===== config.mk =====
export PLATFORM = sky130hd
export DESIGN_NAME = bcd_calendar
export DESIGN_NICKNAME = d
export VERILOG_FILES = /design/src/rtl/rtc_cal_pkg.sv /design/src/rtl/rtc_prescaler.sv /design/src/rtl/rtc_bcd_field.sv /design/src/rtl/rtc_hour_field.sv /design/src/rtl/rtc_date_chain.sv /design/src/rtl/bcd_calendar.sv
export SDC_FILE = /design/constraint.sdc
export NUM_CORES = 1
export LEC_CHECK = 0
export BUFFER_PORTS_ARGS = -buffer_cell sky130_fd_sc_hd__buf_4
export CAP_MARGIN = 20
export CORE_MARGIN = 1
export CORE_UTILIZATION = 40
export DETAILED_ROUTE_END_ITERATION = 8
export SETUP_SLACK_MARGIN = 0.5
export SLEW_MARGIN = 30
export SYNTH_ARGS = -nofsm -noshare
export SYNTH_HDL_FRONTEND = slang
export SYNTH_HIERARCHICAL = 1
export SYNTH_SLANG_ARGS = --single-unit

===== constraint.sdc =====
create_clock -name clk_i -period 9.9 [get_ports clk_i]
set_input_delay 1.98 -clock clk_i [delete_from_list [all_inputs] [get_ports clk_i]]
set_output_delay 1.98 -clock clk_i [all_outputs]
set_load 0.03 [all_outputs]

===== src/rtl/rtc_cal_pkg.sv =====
package rtc_cal_pkg;

  typedef enum logic [2:0] {
    FLD_SEC   = 3'd0,
    FLD_MIN   = 3'd1,
    FLD_HOUR  = 3'd2,
    FLD_WDAY  = 3'd3,
    FLD_DATE  = 3'd4,
    FLD_MONTH = 3'd5,
    FLD_YEAR  = 3'd6
  } fld_e;

  localparam logic [7:0] MASK_SEC   = 8'h7F;
  localparam logic [7:0] MASK_HOUR  = 8'h7F;
  localparam logic [7:0] MASK_WDAY  = 8'h07;
  localparam logic [7:0] MASK_DATE  = 8'h3F;
  localparam logic [7:0] MASK_MONTH = 8'h1F;

  function automatic logic [7:0] bcd_inc(input logic [7:0] v);
    if (v[3:0] == 4'd9) return {v[7:4] + 4'd1, 4'd0};
    return v + 8'd1;
  endfunction

  // years 00..99 map to 2000..2099: every multiple of 4 is leap
  function automatic logic is_leap(input logic [7:0] y);
    if (y[4]) return (y[3:0] == 4'd2) || (y[3:0] == 4'd6);
    return (y[3:0] == 4'd0) || (y[3:0] == 4'd4) || (y[3:0] == 4'd8);
  endfunction

  function automatic logic [7:0] last_date(input logic [7:0] mon, input logic [7:0] yr);
    case (mon)
      8'h02:                      return is_leap(yr) ? 8'h29 : 8'h28;
      8'h04, 8'h06, 8'h09, 8'h11: return 8'h30;
      default:                    return 8'h31;
    endcase
  endfunction

endpackage


===== src/rtl/rtc_prescaler.sv =====
module rtc_prescaler #(
  parameter int unsigned DIV = 32768
) (
  input  logic clk_i,
  input  logic rst_ni,
  input  logic en_i,
  input  logic halt_i,
  input  logic clr_i,
  output logic tick_o
);
  localparam int unsigned CW = (DIV > 1) ? $clog2(DIV) : 1;
  localparam logic [CW-1:0] LAST = CW'(DIV - 1);

  logic [CW-1:0] cnt_q;

  assign tick_o = en_i && !halt_i && !clr_i && (cnt_q == LAST);

  always_ff @(posedge clk_i or negedge rst_ni) begin
    if (!rst_ni)                cnt_q <= '0;
    else if (clr_i)             cnt_q <= '0;
    else if (en_i && !halt_i)   cnt_q <= (cnt_q == LAST) ? '0 : cnt_q + 1'b1;
  end

  AST_HALT_HOLDS: assert property (@(posedge clk_i) disable iff (!rst_ni)
    (halt_i && !clr_i) |=> $stable(cnt_q));

  generate
    if (DIV > 1) begin : g_clr_chk
      AST_CLR_RESTARTS: assert property (@(posedge clk_i) disable iff (!rst_ni)
        clr_i |=> !tick_o);
    end
  endgenerate

endmodule


===== src/rtl/rtc_bcd_field.sv =====
module rtc_bcd_field
  import rtc_cal_pkg::*;
#(
  parameter logic [7:0] MAX_BCD = 8'h59,
  parameter logic [7:0] WR_MASK = 8'h7F
) (
  input  logic       clk_i,
  input  logic       rst_ni,
  input  logic       inc_i,
  input  logic       wr_i,
  input  logic [7:0] wr_data_i,
  output logic [7:0] val_o,
  output logic       carry_o
);
  logic [7:0] val_q;

  assign carry_o = inc_i && (val_q == MAX_BCD);
  assign val_o   = val_q;

  always_ff @(posedge clk_i or negedge rst_ni) begin
    if (!rst_ni)     val_q <= '0;
    else if (wr_i)   val_q <= wr_data_i & WR_MASK;
    else if (inc_i)  val_q <= (val_q == MAX_BCD) ? 8'h00 : bcd_inc(val_q);
  end

  AST_FIELD_WRAP: assert property (@(posedge clk_i) disable iff (!rst_ni)
    (inc_i && !wr_i && val_q == MAX_BCD) |=> (val_q == 8'h00));

endmodule


===== src/rtl/rtc_hour_field.sv =====
module rtc_hour_field
  import rtc_cal_pkg::*;
(
  input  logic       clk_i,
  input  logic       rst_ni,
  input  logic       inc_i,
  input  logic       wr_i,
  input  logic [7:0] wr_data_i,
  output logic [7:0] hour_o,
  output logic       day_o
);
  logic [7:0] h_q;
  logic [7:0] h_nxt;
  logic       midnight;
  logic [7:0] lo12, lo24;

  assign lo12 = {3'b000, h_q[4:0]};
  assign lo24 = {2'b00, h_q[5:0]};

  always_comb begin
    h_nxt    = h_q;
    midnight = 1'b0;
    if (h_q[6]) begin
      if (lo12 == 8'h11) begin
        h_nxt    = {2'b01, ~h_q[5], 5'h12};
        midnight = h_q[5];
      end else if (lo12 == 8'h12) begin
        h_nxt = {2'b01, h_q[5], 5'h01};
      end else begin
        h_nxt = {2'b01, h_q[5], 5'(bcd_inc(lo12))};
      end
    end else begin
      if (lo24 == 8'h23) begin
        h_nxt    = 8'h00;
        midnight = 1'b1;
      end else begin
        h_nxt = {2'b00, 6'(bcd_inc(lo24))};
      end
    end
  end

  assign day_o  = inc_i && midnight;
  assign hour_o = h_q;

  always_ff @(posedge clk_i or negedge rst_ni) begin
    if (!rst_ni)     h_q <= 8'h00;
    else if (wr_i)   h_q <= wr_data_i & MASK_HOUR;
    else if (inc_i)  h_q <= h_nxt;
  end

  AST_PM_TOGGLE: assert property (@(posedge clk_i) disable iff (!rst_ni)
    (inc_i && !wr_i && h_q[6] && h_q[4:0] == 5'h11) |=> (h_q[5] != $past(h_q[5])));
  AST_24H_WRAP: assert property (@(posedge clk_i) disable iff (!rst_ni)
    (inc_i && !wr_i && h_q == 8'h23) |=> (h_q == 8'h00));

endmodule


===== src/rtl/rtc_date_chain.sv =====
module rtc_date_chain
  import rtc_cal_pkg::*;
(
  input  logic       clk_i,
  input  logic       rst_ni,
  input  logic       day_inc_i,
  input  logic       wr_en_i,
  input  logic [2:0] wr_sel_i,
  input  logic [7:0] wr_data_i,
  output logic [7:0] wday_o,
  output logic [7:0] date_o,
  output logic [7:0] month_o,
  output logic [7:0] year_o
);
  logic [7:0] wday_q, date_q, month_q, year_q;
  logic       date_carry, month_carry;
  logic       wr_wday, wr_date, wr_month, wr_year;

  assign date_carry  = day_inc_i && (date_q == last_date(month_q, year_q));
  assign month_carry = date_carry && (month_q == 8'h12);

  assign wr_wday  = wr_en_i && (wr_sel_i == FLD_WDAY);
  assign wr_date  = wr_en_i && (wr_sel_i == FLD_DATE);
  assign wr_month = wr_en_i && (wr_sel_i == FLD_MONTH);
  assign wr_year  = wr_en_i && (wr_sel_i == FLD_YEAR);

  always_ff @(posedge clk_i or negedge rst_ni) begin
    if (!rst_ni) begin
      wday_q  <= 8'h01;
      date_q  <= 8'h01;
      month_q <= 8'h01;
      year_q  <= 8'h00;
    end else begin
      if (wr_wday)         wday_q <= wr_data_i & MASK_WDAY;
      else if (day_inc_i)  wday_q <= (wday_q == 8'h07) ? 8'h01 : wday_q + 8'd1;

      if (wr_date)         date_q <= wr_data_i & MASK_DATE;
      else if (day_inc_i)  date_q <= date_carry ? 8'h01 : bcd_inc(date_q);

      if (wr_month)        month_q <= wr_data_i & MASK_MONTH;
      else if (date_carry) month_q <= (month_q == 8'h12) ? 8'h01 : bcd_inc(month_q);

      if (wr_year)          year_q <= wr_data_i;
      else if (month_carry) year_q <= (year_q == 8'h99) ? 8'h00 : bcd_inc(year_q);
    end
  end

  assign wday_o  = wday_q;
  assign date_o  = date_q;
  assign month_o = month_q;
  assign year_o  = year_q;

  AST_WDAY_FOLLOWS: assert property (@(posedge clk_i) disable iff (!rst_ni)
    (day_inc_i && !wr_en_i) |=> (wday_q != $past(wday_q)));
  AST_DATE_WRAP: assert property (@(posedge clk_i) disable iff (!rst_ni)
    (date_carry && !wr_en_i) |=> (date_q == 8'h01));
  AST_MONTH_WRAP: assert property (@(posedge clk_i) disable iff (!rst_ni)
    (month_carry && !wr_en_i) |=> (month_q == 8'h01 && year_q != $past(year_q)));

endmodule


===== src/rtl/bcd_calendar.sv =====
module bcd_calendar
  import rtc_cal_pkg::*;
#(
  parameter int unsigned PRESCALE = 32768
) (
  input  logic       clk_i,
  input  logic       rst_ni,
  input  logic       tick_en_i,
  input  logic       halt_i,
  input  logic       wr_en_i,
  input  logic [2:0] wr_sel_i,
  input  logic [7:0] wr_data_i,
  output logic [7:0] sec_o,
  output logic [7:0] min_o,
  output logic [7:0] hour_o,
  output logic [7:0] wday_o,
  output logic [7:0] date_o,
  output logic [7:0] month_o,
  output logic [7:0] year_o,
  output logic       update_o
);
  localparam int unsigned NUM_LOW = 2;  // seconds, minutes

  logic       tick;
  logic       sec_wr;
  logic       day_inc;
  logic       update_q;
  logic       inc_chain [NUM_LOW+1];
  logic [7:0] low_val   [NUM_LOW];

  assign sec_wr = wr_en_i && (wr_sel_i == FLD_SEC);

  rtc_prescaler #(.DIV(PRESCALE)) u_presc (
    .clk_i  (clk_i),
    .rst_ni (rst_ni),
    .en_i   (tick_en_i),
    .halt_i (halt_i),
    .clr_i  (sec_wr),
    .tick_o (tick)
  );

  assign inc_chain[0] = tick;

  generate
    for (genvar g = 0; g < NUM_LOW; g++) begin : g_low
      rtc_bcd_field #(.MAX_BCD(8'h59), .WR_MASK(MASK_SEC)) u_fld (
        .clk_i     (clk_i),
        .rst_ni    (rst_ni),
        .inc_i     (inc_chain[g]),
        .wr_i      (wr_en_i && (wr_sel_i == 3'(g))),
        .wr_data_i (wr_data_i),
        .val_o     (low_val[g]),
        .carry_o   (inc_chain[g+1])
      );
    end
  endgenerate

  rtc_hour_field u_hour (
    .clk_i     (clk_i),
    .rst_ni    (rst_ni),
    .inc_i     (inc_chain[NUM_LOW]),
    .wr_i      (wr_en_i && (wr_sel_i == FLD_HOUR)),
    .wr_data_i (wr_data_i),
    .hour_o    (hour_o),
    .day_o     (day_inc)
  );

  rtc_date_chain u_date (
    .clk_i     (clk_i),
    .rst_ni    (rst_ni),
    .day_inc_i (day_inc),
    .wr_en_i   (wr_en_i),
    .wr_sel_i  (wr_sel_i),
    .wr_data_i (wr_data_i),
    .wday_o    (wday_o),
    .date_o    (date_o),
    .month_o   (month_o),
    .year_o    (year_o)
  );

  always_ff @(posedge clk_i or negedge rst_ni) begin
    if (!rst_ni) update_q <= 1'b0;
    else         update_q <= tick;
  end

  assign sec_o    = low_val[0];
  assign min_o    = low_val[1];
  assign update_o = update_q;

  AST_HALT_FREEZE: assert property (@(posedge clk_i) disable iff (!rst_ni)
    (halt_i && !wr_en_i) |=> $stable({sec_o, min_o, hour_o, wday_o, date_o, month_o, year_o}));
  AST_UPD_SEC_MOVES: assert property (@(posedge clk_i) disable iff (!rst_ni)
    update_o |-> (sec_o != $past(sec_o)));
  AST_UPD_PULSE: assert property (@(posedge clk_i) disable iff (!rst_ni)
    (update_o && PRESCALE > 1) |=> !update_o);

endmodule


Word level (Yosys, flattened, before mapping)
Index checks and enable logic that the tools add are counted.
{ "totals": {"ff_bits": 72, "output_inout_bits": 57, "elab_cells": 163} }
{ "op_classes": {"addsub": 16, "eq_ne": 32, "n_mux": 72, "bitwise_logic": 1, "n_reduce_logical": 32} }
{ "op_table": {"columns": ["op", "n"], "rows": [
  ["8-bit 2-to-1 mux", 32],
  ["8-bit by 1-bit adder with 8-bit output (second input constant)", 6],
  ["15-bit 2-to-1 mux", 3],
  ["1-bit 2-to-1 mux", 30],
  ["4-bit equality test (second input constant)", 7],
  ["8-bit by 3-bit equality test with 1-bit output (second input constant)", 3],
  ["4-bit by 1-bit adder with 4-bit output (second input constant)", 5],
  ["6-bit 2-to-1 mux", 3],
  ["8-bit by 5-bit equality test with 1-bit output (second input constant)", 2],
  ["8-bit by 7-bit equality test with 1-bit output (second input constant)", 2],
  ["8-bit one-hot mux with 2 select lines", 1],
  ["2-bit nonzero test", 8],
  ["15-bit by 1-bit adder with 15-bit output (second input constant)", 1],
  ["15-bit equality test (second input constant)", 1],
  ["1-bit logical AND", 15],
  ["5-bit 2-to-1 mux", 3],
  ["5-bit equality test (second input constant)", 2],
  ["3-bit equality test (second input constant)", 3],
  ["4-bit by 3-bit equality test with 1-bit output (second input constant)", 2],
  ["8-bit by 2-bit equality test with 1-bit output (second input constant)", 1],
  ["8-bit by 4-bit equality test with 1-bit output (second input constant)", 1],
  ["8-bit equality test", 1],
  ["8-bit equality test (second input constant)", 1],
  ["6-bit by 1-bit adder with 6-bit output (second input constant)", 1],
  ["15 further kinds", 19]
]} }

Longest topological paths before layout
{ "logic_depth": {"word_depth": 16, "ltp_mapped": 18, "depth_no_buf": 15} }

By module
The synthesis kept the hierarchy.
{ "by_module_without_submodules": {"columns": ["mod", "instances", "cells_each", "area_per_inst_um2"], "rows": [
  ["rtc_date_chain", 1, 286, 2458.6],
  ["rtc_bcd_field", 2, 67, 556.8],
  ["rtc_prescaler", 1, 98, 840.8],
  ["rtc_hour_field", 1, 78, 669.4],
  ["bcd_calendar", 1, 4, 65.1]
]} }

Least setup slack after synthesis
No wires, ideal clock.
{ "synth_path": {"kind": "in2reg", "start": "input wr_en_i", "end": "register u_date.year_q[5], in the netlist u_date/year_o[5]", "setup_time_ps": 69, "t_arrival_ps": 5310, "t_required_ps": 9831, "slack_ps": 4521, "stages": 16, "path_buffers": 2, "path_cell_list": "nor4b_2 > nor2_1 > and2_1 > inv_1 > nor2_1 > inv_1 > nor2_1 > buf_2 > nor3b_1 > clkbuf_2 > nor4bb_1 > nand4_1 > a211oi_1 > mux2i_1 > or4_1 > nand3_1"} }
{ "synth_rtl": {"columns": ["item", "line_no", "rtl"], "rows": [
  ["from (decl)", "bcd_calendar.sv:10", "input logic wr_en_i,"],
  ["to (signal assigned)", "rtc_date_chain.sv:43", "if (wr_year) year_q <= wr_data_i;"],
  ["to (signal assigned)", "rtc_date_chain.sv:44", "else if (month_carry) year_q <= (year_q == 8'h99) ? 8'h00 : bcd_inc(year_q);"],
  ["to (decl)", "rtc_date_chain.sv:15", "logic [7:0] wday_q, date_q, month_q, year_q;"]
]} }

==> flow_summary.json <==
{
  "synth-edff-count": 0,
  "hp-class": "reg -> reg",
  "rsz0062_at_grt": "false",
  "root_buffer": "clkbuf_16",
  "hold_end": "u_presc/cnt_q[7]$_DFFE_PN0P_",
  "worst-slew-pin-transition_ns": 0.708,
  "grt_pass1_wl_um": 22900,
  "cts_setup_buffers": 0,
  "yosys_warnings": 6,
  "yosysMostFrequentCell": "nand2_1",
  "drive_above_1_share_pct": 18.2,
  "drtPass1Iterations": 5,
  "die_w_um": 115,
  "clk_transition_reported_paths_ns": 0.05,
  "cts_resized": 0,
  "gp_congestion": 0.875,
  "grt_util_met3_pct": 5.75,
  "finalSetupViolCount": 0,
  "reg2regPathDepth": 15,
  "start_kind": "primary input",
  "seq_area_frac_synth_pct": 34.6,
  "path_common_cell": "nor2_1",
  "drc": 0,
  "post-route-period-util_pct": 65.6,
  "hold_viol_final": 0,
  "tritoncts": "built",
  "worstPathArrival_ns": 6.77,
  "skew_ns": 0.00528,
  "final_util_pct": 48.0,
  "leakage_nw": 2.43,
  "clock.fmax_ghz": 0.154,
  "clk_path_buf_depth": 2,
  "synth_top_cell_by_area": "dfrtp_1",
  "fp-row-count": 41,
  "wl_um": 14000,
  "status": "complete, no violations",
  "synth_top_area_share_pct": 33.1,
  "ys_ff_latch": 71,
  "maxCapViolCount": 0,
  "worstSkewPairLatency_ns": 0.34,
  "finalCriticalPeriod_ns": 6.50,
  "finalNonFillerCells": 832,
  "htreeDepth": 3,
  "dp.cells": 818,
  "netlist-cell-type-count": 82,
  "maxSlewViolCount": 0,
  "dp_hpwl_um": 9660,
  "grt_pass1_vias": 4486,
  "yosys-top-cells-count": "nand2_1 (70), dfrtp_1 (68), a21oi_1 (39), nor2_1 (37), o21ai_0 (35)",
  "design_area_um2": 6030,
  "r2r_end": "u_date/year_o[5]$_DFFE_PN0P_",
  "start_util_pct": 41.0,
  "grt_util_all_layers_pct": 22.0,
  "num_vias": 4829,
  "slew_headroom_pct": 52.6,
  "synthesis.area_um2": 5150,
  "numPortBuffers": 71,
  "power_per_cell_area_nw_per_um2": 174,
  "post_dp_cell_area_um2": 5760,
  "avgRoutedWirePerCell_um": 16.9,
  "hold_depth": 1,
  "grt_max_degree": 72,
  "worstReg2RegStart": "u_presc/cnt_q[0]$_DFFE_PN0P_",
  "holdWs_ns": 0.507,
  "gr-usage-met1_pct": 29.9,
  "fp.dieH_um": 115,
  "crit_buf_inv": 4,
  "fillers": 1234,
  "peakVddDrop_mv": 0.0994,
  "syn2layout_area_growth_pct": 17.2,
  "antennaDiodeCount": 0,
  "grt_overflow": 0,
  "cts_hold_buf": 0,
  "worstHoldStart": "u_presc/cnt_q[7]$_DFFE_PN0P_",
  "grtUsageMet2_pct": 34.7,
  "crit_fanout": 28,
  "synth.area.top_cells": "dfrtp_1 (33%), nand2_1 (5.1%), ha_1 (4.6%), a21oi_1 (3.8%), o21ai_0 (3.4%)",
  "ant_nets": 0,
  "core-area_um2": 12600,
  "antenna_found_initial": 0,
  "dieArea_um2": 13300,
  "cts_made_buffers": 9,
  "crit_chain": "buf_4 > nor4b_4 > buf_4 > nor2_1 > and2_1 > inv_1 > nor2_1 > inv_1 > nor2_1 > nor3b_4 > nor4bb_1 > nand4_1 > a211oi_1 > mux2i_1 > or4_1 > nand3_1",
  "timing.reg2reg.setup_slack_ns": 4.88,
  "criticalPathCategory": "in -> reg",
  "cpMaxStageDelayCell": "nor3b_4",
  "synthesis.nets": 635,
  "synthFlopType": "dfrtp_1",
  "layout.nets": 692,
  "viasPerCell": 5.80,
  "io_pins": 73,
  "critPathMaxStageDelay_ns": 0.71,
  "drt_iter0_markers": 409,
  "final.setup.tns_ns": 0,
  "cts.sinks": 71,
  "busiest_layer": "met2",
  "syn_inst": 600,
  "avgSynthCellArea_um2": 8.58,
  "worstPathRequired_ns": 10.17,
  "end_kind": "register",
  "async_flop_share_pct": 100,
  "path_delay_family": "simple AND/OR/NAND/NOR gates"
}
==> logic make-up (layout without fill, tap and decap cells) <==
kind of cell,after synthesis,in the layout,share of synthesized area (%)
compound gates,156,156,20.6
xor+xnor,15,15,2.55
fa+ha+maj,19,19,4.62
buf+inv,51,111,5.15
flops,71,71,34.6
mux,13,13,2.65
other cells,1,1,0.0729
simple gates,274,274,29.7
==> stage by stage <==
step,power (mW),setup WS [ns]
floorplan,0.642,4.52
global placement,0.744,3.10
detailed placement,0.749,2.89
CTS,1.05,3.23
global route,1.11,2.96
finish,1.05,3.40
==> power by group <==
part	leakage, nW	total, mW	internal (mW)	switching, mW
combinational	1.41	0.328	0.134	0.194
clock	0.132	0.297	0.180	0.117
sequential	0.884	0.423	0.333	0.0895
==> placed cells by master, fill, tap and decap left out, types with 7 or more instances in the layout <==
cell type	Yosys	layout
nor2_1	37	37
a21oi_1	39	39
a31oi_1	14	14
dfrtp_1	68	68
o211ai_1	8	8
nor3_1	31	30
or3_1	14	14
nand2b_1	11	11
nor2b_1	14	14
a211oi_1	9	9
nand2_1	70	70
nand4b_1	7	7
ha_1	19	19
clkbuf_16	0	9
mux2i_1	11	11
o21ai_0	35	35
inv_1	25	25
xnor2_1	9	9
nand3_1	33	33
nand4_1	9	9
buf_4	1	71
==> state kept, by name, summed over array words and instances, names as in the netlist <==
register,count
g_low.u_fld/val_o,16
u_presc/cnt_q,15
u_date/date_o,8
u_date/month_o,8
u_date/wday_o,8
u_date/year_o,8
u_hour/hour_o,7
update_o,1
==> routing by layer <==
layer / share of wire [%] / vias to the layer above
met2: 46 / 153
met3: 6.0 / 16
met5: 0 / -
met1: 47 / 2321
li1: - / 2339
met4: 1.4 / 0
==> worst register-to-register path, delay by kind of cell, from the launching register on <==
family | cells | cell delay [ns]
simple gates | 10 | 3.46
flops | 1 | 0.38
buf+inv | 2 | 0.36
fa+ha+maj | 1 | 0.30
compound gates | 1 | 0.28
mux | 1 | 0.16
==> how the worst max path moves through the flow <==
stage | from | endpoint | slack, ns | depth (start not counted)
detailed placement | wr_en_i | u_date/year_o[5]$_DFFE_PN0P_ | 2.89 | 16
global placement | wr_en_i | u_date/year_o[7]$_DFFE_PN0P_ | 3.10 | 16
CTS | wr_en_i | u_date/year_o[5]$_DFFE_PN0P_ | 3.23 | 16
global route | wr_en_i | u_date/year_o[5]$_DFFE_PN0P_ | 2.96 | 16
floorplan | wr_en_i | u_date/year_o[5]$_DFFE_PN0P_ | 4.52 | 16
finish | wr_en_i | u_date/year_o[5]$_DFFE_PN0P_ | 3.40 | 16
==> final cells by class <==
| type | instances | area [µm²] | area share, % |
|---|---|---|---|
| repair buffers | 72 | 544 | 9.02 |
| inverters | 25 | 93.8 | 1.56 |
| clock inverters | 1 | 5.00 | 0.0830 |
| flip-flops and latches | 71 | 1780 | 29.5 |
| well taps | 172 | 215 | 3.57 |
| multi-input cells | 478 | 3130 | 51.9 |
| clock buffers | 13 | 260 | 4.32 |
No activity file was read; power rests on OpenSTA's default activity.
